## config.mk

```make
export PLATFORM = sky130hd
export DESIGN_NAME = fpsr_update
export DESIGN_NICKNAME = d
export VERILOG_FILES = /design/src/rtl/fpsr_pkg.sv /design/src/rtl/fpsr_field.sv /design/src/rtl/fpsr_merge.sv /design/src/rtl/fpsr_summary.sv /design/src/rtl/fpsr_update.sv
export SDC_FILE = /design/constraint.sdc
export NUM_CORES = 1
export LEC_CHECK = 0
export ABC_CLOCK_PERIOD_IN_PS = 5500
export BUFFER_PORTS_ARGS = -buffer_cell sky130_fd_sc_hd__buf_4
export CORE_MARGIN = 3
export CORE_UTILIZATION = 50
export DETAILED_ROUTE_END_ITERATION = 6
export GPL_TIMING_DRIVEN = 0
export HOLD_SLACK_MARGIN = 0.05
export PLACE_DENSITY = 0.76
export RECOVER_POWER = 50
export SLEW_MARGIN = 0
export SYNTH_ARGS = -nofsm -noshare
export SYNTH_HDL_FRONTEND = slang
export SYNTH_SLANG_ARGS = --single-unit
```

## constraint.sdc

```tcl
create_clock -name clk_i -period 5.5 [get_ports clk_i]
set_clock_uncertainty 0.2 [all_clocks]
set_input_delay 0 -clock clk_i [delete_from_list [all_inputs] [get_ports clk_i]]
set_output_delay 0 -clock clk_i [all_outputs]
set_load 0.05 [all_outputs]
```

## src/rtl/fpsr_pkg.sv

```systemverilog
package fpsr_pkg;
  localparam int unsigned WORD_W = 32;
  localparam int unsigned EXC_W  = 13;
  localparam int unsigned CLS_W  = 5;

  localparam int unsigned B_FX   = 31;
  localparam int unsigned B_FEX  = 30;
  localparam int unsigned B_VX   = 29;
  localparam int unsigned B_OX   = 28;
  localparam int unsigned B_UX   = 27;
  localparam int unsigned B_ZX   = 26;
  localparam int unsigned B_XX   = 25;
  localparam int unsigned B_FR   = 18;
  localparam int unsigned B_FI   = 17;
  localparam int unsigned B_CLS  = 12;
  localparam int unsigned B_RSV  = 11;
  localparam int unsigned B_VE   = 7;
  localparam int unsigned B_OE   = 6;
  localparam int unsigned B_UE   = 5;
  localparam int unsigned B_ZE   = 4;
  localparam int unsigned B_XE   = 3;

  localparam logic [WORD_W-1:0] INV_MASK  = 32'h01F8_0700;
  localparam logic [WORD_W-1:0] EXC_MASK  = 32'h1FF8_0700;
  localparam logic [WORD_W-1:0] CLS_MASK  = 32'h0001_F000;

  typedef enum logic [2:0] {
    OPC_ARITH  = 3'd0,
    OPC_MOVE   = 3'd1,
    OPC_CVTINT = 3'd2,
    OPC_RNDINT = 3'd3,
    OPC_SETBIT = 3'd4,
    OPC_GETFLD = 3'd5
  } opc_e;

  function automatic logic [WORD_W-1:0] exc_to_word(input logic [EXC_W-1:0] e);
    logic [WORD_W-1:0] w;
    w = '0;
    w[B_OX]    = e[3];
    w[B_UX]    = e[2];
    w[B_ZX]    = e[1];
    w[B_XX]    = e[0];
    w[24:19]   = e[12:7];
    w[10:8]    = e[6:4];
    return w;
  endfunction
endpackage

```

## src/rtl/fpsr_field.sv

```systemverilog
module fpsr_field
  import fpsr_pkg::*;
(
  input  logic [WORD_W-1:0] word_i,
  input  logic [2:0]        fld_i,
  output logic [3:0]        nib_o,
  output logic [WORD_W-1:0] clr_o
);
  logic [4:0]        lsb;
  logic [WORD_W-1:0] visible;

  always_comb begin
    lsb     = 5'd28 - {fld_i, 2'b00};
    visible = word_i;
    visible[B_RSV] = 1'b0;
    nib_o   = visible[lsb +: 4];
    clr_o   = (32'hF << lsb) & (EXC_MASK | (32'h1 << B_FX));
  end
endmodule

```

## src/rtl/fpsr_merge.sv

```systemverilog
module fpsr_merge
  import fpsr_pkg::*;
(
  input  logic [WORD_W-1:0] cur_i,
  input  logic [2:0]        op_i,
  input  logic [EXC_W-1:0]  exc_i,
  input  logic              fr_i,
  input  logic              fi_i,
  input  logic [CLS_W-1:0]  cls_i,
  input  logic              trivial_i,
  input  logic [4:0]        bit_idx_i,
  input  logic              bit_val_i,
  input  logic [WORD_W-1:0] clr_i,
  output logic [WORD_W-1:0] raw_o
);
  logic [WORD_W-1:0] exc_w;
  logic              guarded;

  always_comb begin
    exc_w   = exc_to_word(exc_i);
    guarded = (bit_idx_i == 5'(B_RSV)) || (bit_idx_i == 5'(B_VX)) ||
              (bit_idx_i == 5'(B_FEX));
    raw_o   = cur_i;
    case (opc_e'(op_i))
      OPC_ARITH, OPC_CVTINT: begin
        raw_o          = cur_i | exc_w;
        raw_o[B_FR]    = fr_i & ~trivial_i;
        raw_o[B_FI]    = fi_i & ~trivial_i;
        raw_o[B_CLS +: CLS_W] = (opc_e'(op_i) == OPC_CVTINT) ? '0 : cls_i;
      end
      OPC_RNDINT: begin
        raw_o          = cur_i | (exc_w & ~(32'h1 << B_XX));
        raw_o[B_FR]    = 1'b0;
        raw_o[B_FI]    = 1'b0;
        raw_o[B_CLS +: CLS_W] = cls_i;
      end
      OPC_SETBIT: begin
        if (!guarded) raw_o[bit_idx_i] = bit_val_i;
      end
      OPC_GETFLD: raw_o = cur_i & ~clr_i;
      default:    raw_o = cur_i;
    endcase
  end
endmodule

```

## src/rtl/fpsr_summary.sv

```systemverilog
module fpsr_summary
  import fpsr_pkg::*;
(
  input  logic [WORD_W-1:0] prev_i,
  input  logic [WORD_W-1:0] raw_i,
  output logic [WORD_W-1:0] final_o
);
  logic vx, fex, rise;

  always_comb begin
    vx   = |(raw_i & INV_MASK);
    fex  = (raw_i[B_OX] & raw_i[B_OE]) | (raw_i[B_UX] & raw_i[B_UE]) |
           (raw_i[B_ZX] & raw_i[B_ZE]) | (raw_i[B_XX] & raw_i[B_XE]) |
           (vx & raw_i[B_VE]);
    rise = |(raw_i & EXC_MASK & ~prev_i);
    final_o         = raw_i;
    final_o[B_VX]   = vx;
    final_o[B_FEX]  = fex;
    final_o[B_FX]   = raw_i[B_FX] | rise;
    final_o[B_RSV]  = 1'b0;
  end
endmodule

```

## src/rtl/fpsr_update.sv

```systemverilog
module fpsr_update
  import fpsr_pkg::*;
(
  input  logic              clk_i,
  input  logic              rst_i,
  input  logic              done_i,
  input  logic              flush_i,
  input  logic              cvt_start_i,
  input  logic [2:0]        op_i,
  input  logic [12:0]       exc_i,
  input  logic              fr_i,
  input  logic              fi_i,
  input  logic [4:0]        fprf_i,
  input  logic              trivial_i,
  input  logic [4:0]        bit_idx_i,
  input  logic              bit_val_i,
  input  logic [2:0]        fld_i,
  output logic [31:0]       status_o,
  output logic [31:0]       work_o,
  output logic [3:0]        cr_o
);
  logic [WORD_W-1:0] work_q, comm_q, clr, raw, nxt;
  logic [3:0]        nib, cr_q;
  logic              take;

  assign take = done_i & ~flush_i;

  fpsr_field u_field (.word_i(work_q), .fld_i(fld_i), .nib_o(nib), .clr_o(clr));

  fpsr_merge u_merge (
    .cur_i(work_q), .op_i(op_i), .exc_i(exc_i), .fr_i(fr_i), .fi_i(fi_i),
    .cls_i(fprf_i), .trivial_i(trivial_i), .bit_idx_i(bit_idx_i),
    .bit_val_i(bit_val_i), .clr_i(clr), .raw_o(raw)
  );

  fpsr_summary u_sum (.prev_i(work_q), .raw_i(raw), .final_o(nxt));

  always_ff @(posedge clk_i) begin
    if (rst_i) begin
      work_q <= '0;
      comm_q <= '0;
      cr_q   <= '0;
    end else if (flush_i) begin
      work_q <= comm_q;
    end else if (take) begin
      work_q <= nxt;
      comm_q <= nxt;
      if (opc_e'(op_i) == OPC_GETFLD) cr_q <= nib;
    end else if (cvt_start_i) begin
      work_q[B_FR] <= 1'b0;
      work_q[B_FI] <= 1'b0;
    end
  end

  assign status_o = comm_q;
  assign work_o   = work_q;
  assign cr_o     = cr_q;

  a_r6_reserved_low: assert property (@(posedge clk_i) disable iff (rst_i)
    !comm_q[B_RSV] && !work_q[B_RSV]);

  a_r5_vx_matches: assert property (@(posedge clk_i) disable iff (rst_i)
    comm_q[B_VX] == |(comm_q & INV_MASK));

  a_r4_fx_on_rise: assert property (@(posedge clk_i) disable iff (rst_i)
    (|(comm_q & EXC_MASK & ~$past(comm_q))) |-> comm_q[B_FX]);

  a_r9_move_holds: assert property (@(posedge clk_i) disable iff (rst_i)
    (take && opc_e'(op_i) == OPC_MOVE) |=> comm_q == $past(comm_q));

  a_r13_flush_restores: assert property (@(posedge clk_i) disable iff (rst_i)
    flush_i |=> work_q == $past(comm_q));

  a_r2_class_committed: assert property (@(posedge clk_i) disable iff (rst_i)
    (take && opc_e'(op_i) == OPC_ARITH) |=>
      (comm_q[B_CLS +: CLS_W] == $past(fprf_i)) && (work_q == comm_q));
endmodule

```

==> results of run 1 <==
==> power by group through the flow <==
| stage | logic, W | registers (W) | clock network [W] |
|---|---|---|---|
| after CTS | 0.000409 | 0.000540 | 0.000467 |
| after global routing | 0.000415 | 0.000544 | 0.000485 |
| final | 0.000395 | 0.000542 | 0.000467 |
| after floorplan | 0.000179 | 0.000631 | 0 |
| after detailed placement | 0.000397 | 0.000551 | 0 |
| after global placement | 0.000393 | 0.000550 | 0 |
==> cells by family (layout without fill, tap and decap cells) <==
logic type	Yosys count	count (layout)	share of synthesized area, %
AO/OA/AOI/OAI	178	178	30.1
XOR/XNOR	1	1	0.203
buffers and inverters	72	200	7.84
flip-flops	66	66	30.7
multiplexers	31	31	9.38
other	1	2	0.0870
AND/OR/NAND/NOR	190	190	21.8
==> worst paths after layout <==
| check | start | endpoint | slack [ns] | depth (start not counted) |
|---|---|---|---|---|
| setup / recovery | op_i[0] | status_o[29] | 2.71 | 10 |
| hold reg to reg | status_o[23] | status_o[23] | 0.29 | 2 |
| setup reg to reg | work_o[20] | status_o[29] | 3.17 | 5 |
| hold / removal | exc_i[4] | status_o[8] | 0.09 | 4 |
==> sequential cells by signal (all words and copies together), names as in the netlist <==
register and cells:
cr_o 4, status_o 31, work_o 31
==> final cells by class <==
cell class	count	area, um^2	area share, %
tap	105	131	2.48
buffer	52	263	4.96
sequential	66	1320	25.0
clock buffer	10	128	2.41
multi-input combinational	402	2650	50.1
clock inverter	6	90.1	1.70
inverter	20	75.1	1.42
timing repair buffer	112	631	11.9
==> cell usage in the layout, fill, tap and decap left out, types with 4 or more instances in the layout <==
cell	Yosys	routed
a211oi_1	52	52
a21oi_1	53	53
a221oi_1	5	5
a222oi_1	7	7
a31oi_1	7	7
buf_2	9	9
buf_4	3	34
buf_6	6	6
clkbuf_1	31	98
clkbuf_8	0	9
dfxtp_1	66	66
dlygate4sd3_1	0	15
inv_1	20	20
mux2_2	5	5
mux2i_1	19	19
mux4_2	7	7
nand2_1	24	24
nand2b_1	4	4
nand3_1	11	11
nor2_1	100	100
nor2b_1	4	4
nor3_1	12	12
o21ai_0	11	11
o22ai_1	4	4
o31a_1	5	5
or3_1	4	4
==> routing by layer <==
metal | routed length, um | track usage, % | vias up
met5 | 0 | 0 | -
met4 | 472 | 11.9 | 0
met3 | 2530 | 9.27 | 47
met2 | 7930 | 54.7 | 430
met1 | 6900 | 50.6 | 2412
li1 | - | - | 2250
==> worst register-to-register path: stages (launching register included) <==
cell and delay [ns]:
dfxtp_1 0.44, o31a_1 0.38, a311oi_1 0.43, a41oi_2 0.29
nor4_1 0.37, a211oi_1 0.09
==> stage by stage <==
stage,hold WS (ns),instances,util (%)
final,0.0851,773,63.8
after global routing,0.107,773,63.8
after CTS,0.0790,773,66.8
after detailed placement,0.179,742,62.3
after global placement,0.168,742,62.3
after floorplan,0.0165,540,-
==> what timing repair did <==
item / CTS / global route
hold buffers: 15 / 0
hold endpoints to repair: 35 / 0
resized for setup: 0 / 0
==> results by group, run 1 <==
Synthesis
  • Synth cell types: 69
  • EDFF count, synth: 0
  • Most common library cells after synthesis: nor2_1, dfxtp_1, a21oi_1
  • Share of the synthesized area in the top cell type: 30.7%
  • Post-synth top flop: dfxtp_1
  • Async set or reset register ratio after synthesis: 0%
  • Synth Area per Inst: 7.99 um^2
  • Flops & latches, synth: 66
  • Synth area leaders: dfxtp_1, a211oi_1, nor2_1, a21oi_1, mux2i_1
  • Cell taking the most area after synthesis: dfxtp_1
  • Sequential area share after synthesis: 30.7%
  • Most frequent cell after synthesis: nor2_1
  • Syn Std Cell Area: 4310 um^2
  • Syn Inst Count: 539
  • Ys Warns: 0

Drt
  • WL final: 17800 um
  • Routed wire length per instance: 23.1 um
  • Vias post-DR: 5139
  • Pre-antenna DRT Iters: 7
  • Via density: 6.65
  • Antenna-violating nets left: 0
  • # DRC: 4
  • DRT iter0 DRCs: 583

Clocking
  • TritonCTS clock tree: yes
  • Worst skew pair latency: 0.36 ns
  • CTS Root Cell: clkbuf_8
  • Total CTS buffers: 9
  • Postcts setup bufs: 0
  • Clock buffer depth: 2
  • CTS clk-pin slew, worst paths: 0.08 ns
  • H-tree levels: 3
  • CTS sink count: 66

Place
  • HPWL Detailed: 13000 um
  • RD Place Congestion: 0.980
  • DP Worst Slack: 2.96 ns
  • Placed cell areas: 5170 um^2
  • Port-buffer cells: 97

Timing
  • Slew margin rel.: 41.4%
  • Period utilization: 50.7%
  • Setup TNS: 0 ns
  • Fin crit period: 2.79 ns
  • Endpoints failing setup: 0
  • Endpoints failing hold: 0
  • RSZ-0062 raised after global routing: false
  • Fmax: 359 MHz
  • Final slew viol count: 0
  • Least-Margin Pin Slew: 0.876 ns
  • Worst setup margin: 2.71 ns

Min path
  • Hold crit path type: in -> reg

Setup path
  • Worst Path Arrival: 2.81 ns
  • Critical path class: in -> reg
  • Largest stage delay on the critical path: 0.53 ns
  • Most frequent CP cell: buf_6
  • CP top delay family: buffers and inverters
  • Crit-path cells: dlygate4sd3_1 -> buf_4 -> buf_6 -> nor3b_4 -> buf_6 -> nand3_1 -> a31oi_1 -> o2111ai_2 -> nor4_1 -> a211oi_1
  • CP endpoint kind: flip-flop
  • Critical Path Fanout Max: 10
  • Critical Path Start Type: input port
  • Slowest CP cell: dlygate4sd3_1
  • Crit path buffers/inverters: 4
  • CP required: 5.52 ns

Layout
  • N_diodes: 0
  • Post-route cell area: 5290 um^2
  • Area Overhead vs Synth: 22.8%
  • Share of cells above drive strength 1: 14.2%
  • Fillers: 827
  • Final nets: 701

Global routing
  • Remaining global-route overflow: 0
  • Initial antenna violation count: 0
  • Vias in the first global route: 4841
  • Largest net degree at the start of global routing: 13
  • First-pass GRT wire length: 27600 um
  • GRT Util Overall: 36.2%

Run status
  • Status: finished with violations
  • Violated checks: DRC

Job
  • Max Cap Viol: 0

Floorplanning
  • Die width: 98.8 um
  • Core area: 8300 um^2
  • Initial Util: 51.9%
  • Die footprint: 9770 um^2
  • Die Y: 98.8 um
  • I/O Pins: 106
  • Rows: 33

Power and ir drop
  • Part of the power in the clock network: 33.2%
  • Power share of the sequential group: 38.6%
  • Switch share: 37.3%
  • Tot Pwr: 0.00140 W
  • Internal power: 0.000880 W
  • Leakage: 1.94 nW
  • Comb pwr share: 28.2%
  • Peak VDD IR: 0.212 mV
  • P_sw: 0.000523 W
  • PD cells: 265 nW/um^2
No activity file was read; power rests on OpenSTA's default activity.
==> inputs of run 2 (changes only) <==
--- a/config.mk
+++ b/config.mk
@@ -5,7 +5,7 @@
 export SDC_FILE = /design/constraint.sdc
 export NUM_CORES = 1
 export LEC_CHECK = 0
-export ABC_CLOCK_PERIOD_IN_PS = 5500
+export ABC_CLOCK_PERIOD_IN_PS = 2800
 export BUFFER_PORTS_ARGS = -buffer_cell sky130_fd_sc_hd__buf_4
 export CORE_MARGIN = 3
 export CORE_UTILIZATION = 50
==> constraint.sdc (replaced) <==
create_clock -name clk_i -period 2.8 [get_ports clk_i]
set_clock_uncertainty 0.2 [all_clocks]
set_input_delay 0 -clock clk_i [delete_from_list [all_inputs] [get_ports clk_i]]
set_output_delay 0 -clock clk_i [all_outputs]
set_load 0.05 [all_outputs]
==> results by group, run 2 (synthesis results as in run 1) <==
Timing
  • Fmax: 377 MHz
  • RSZ-0062 raised after global routing: false
  • Final slew viol count: 0 (unchanged)
  • Endpoints failing hold: 0 (unchanged)
  • Least-Margin Pin Slew: 0.870 ns (-0.00597 ns)
  • Fin crit period: 2.65 ns
  • Slew margin rel.: 41.8% (+0.40 points)
  • Setup TNS: 0 ns (unchanged)
  • Period utilization: 94.8%
  • Endpoints failing setup: 0 (unchanged)

Drt
  • WL final: 17900 um (+0.24%)
  • Routed wire length per instance: 23.1 um (+0.11%)
  • DRT iter0 DRCs: 570 (-2.2%)
  • Pre-antenna DRT Iters: 5 (-2)
  • Antenna-violating nets left: 0 (unchanged)
  • # DRC: 0 (-4)
  • Via density: 6.61 (-0.63%)
  • Vias post-DR: 5113 (-0.51%)

Clocking
  • CTS Root Cell: clkbuf_8
  • CTS clk-pin slew, worst paths: 0.07 ns (about the same)
  • H-tree levels: 3 (unchanged)
  • Total CTS buffers: 9 (unchanged)
  • TritonCTS clock tree: yes
  • Worst skew pair latency: 0.36 ns (about the same)
  • CTS sink count: 66 (unchanged)
  • Clock buffer depth: 2 (unchanged)

Place
  • RD Place Congestion: 0.980 (unchanged)
  • Port-buffer cells: 97 (unchanged)
  • HPWL Detailed: 13000 um (unchanged)

Floorplanning
  • Rows: 33 (unchanged)
  • Die width: 98.8 um (unchanged)
  • Initial Util: 51.9% (unchanged)
  • I/O Pins: 106 (unchanged)
  • Die Y: 98.8 um (unchanged)
  • Core area: 8300 um^2 (unchanged)
  • Die footprint: 9770 um^2 (unchanged)

Setup path
  • Worst Path Arrival: 2.68 ns (-0.13 ns)
  • Critical Path Fanout Max: 10 (unchanged)
  • R2R cell count: 5 (unchanged)
  • CP required: 2.82 ns (-2.70 ns)
  • CP endpoint kind: flip-flop
  • Worst reg2reg setup slack: 0.42 ns (-2.75 ns)
  • Critical path class: in -> reg
  • Critical Path Start Type: input port
  • Worst reg2reg path endpoint: status_o[29]
  • Crit. Startpoint: op_i[0]
  • Reg-to-reg startpoint: work_o[20]

Layout
  • N_diodes: 0 (unchanged)
  • Highest-count cells in the layout ignoring fill and taps: nor2_1, clkbuf_1, dfxtp_1
  • Area Overhead vs Synth: 23.0%
  • Share of cells above drive strength 1: 14.3% (+0.13 points)
  • Most common cell after layout, fill and taps aside: nor2_1
  • Final nets: 702 (+0.14%)

Run status
  • Status: finished, final reports clean

Global routing
  • GRT Util Overall: 36.2% (unchanged)
  • Largest net degree at the start of global routing: 13 (unchanged)
  • Remaining global-route overflow: 0 (unchanged)
  • Vias in the first global route: 4841 (unchanged)
  • Initial antenna violation count: 0 (unchanged)
  • First-pass GRT wire length: 27600 um (unchanged)

Power and ir drop
  • PD cells: 520 nW/um^2 (+96%)
  • Leakage: 1.95 nW (+0.27%)
  • Peak VDD IR: 0.416 mV (+96%)
  • Tot Pwr: 0.00276 W (+97%)

Min path
  • Hold endpoint: status_o[9]
  • Hold depth: 4 (unchanged)
  • Hold Crit Start: exc_i[5]
  • Hold crit path type: in -> reg

Job
  • Max Cap Viol: 0 (unchanged)
run 2: cell count changes in the layout (fill, tap and decap cells not counted):
cell	before	now
buf_4	34	35
run 2: through the flow:
step	instances	setup slack, ns	area [um^2]	hold slack [ns]	utilization, %
floorplan	540	0.652	4310	0.0165	-
global placement	742	0.223	5170	0.168	62.3
detailed placement	742	0.257	5170	0.179	62.3
CTS	773	0.0959	5540	0.0790	66.8
global route	774	0.0433	5300	0.107	63.9
finish	774	0.145	5300	0.0948	63.9
run 2: worst max-delay path, cell delays in order:
cell and delay (ns):
dlygate4sd3_1 0.52, buf_4 0.15, nand2b_4 0.07, buf_6 0.14, and2_1 0.21, a32o_1 0.24
o2bb2ai_1 0.13, dlygate4sd3_1 0.57, nor4b_1 0.54, nor3_1 0.09
run 2: worst max-delay path by stage:
stage	to	slack [ns]	cells past startpoint
finish	status_o[31]	0.15	10
detailed placement	work_o[29]	0.26	7
floorplan	status_o[30]	0.65	5
CTS	work_o[29]	0.1	10
global route	status_o[31]	0.04	10
global placement	status_o[30]	0.22	7
run 2: what timing repair did:
item | CTS | global route
endpoints found under the hold margin | 35 | 0
setup buffers | 0 | 1
hold buffers | 15 | 0
setup endpoints to repair | 0 | 4
gates resized for setup | 0 | 0
run 2: per-layer routing:
metal	up-vias	part of all wire, %	global-route usage [%]
li1	2247	-	-
met3	47	13	9.27
met2	399	44	54.7
met5	-	0	0
met4	0	2.9	11.9
met1	2420	40	50.6
run 2: report_power, final:
part,total [W],switching [W],internal [W]
combinational,0.000777,0.000544,0.000233
sequential,0.00106,0.0000721,0.000992
clock,0.000917,0.000412,0.000505
run 2: area by class of cell:
class / count / area [um^2]
tap: 105 / 131
multi-input combinational: 402 / 2650
inverter: 20 / 75.1
buffer: 52 / 263
clock inverter: 6 / 90.1
sequential: 66 / 1320
fill: 827 / 3000
clock buffer: 10 / 128
timing repair buffer: 113 / 638
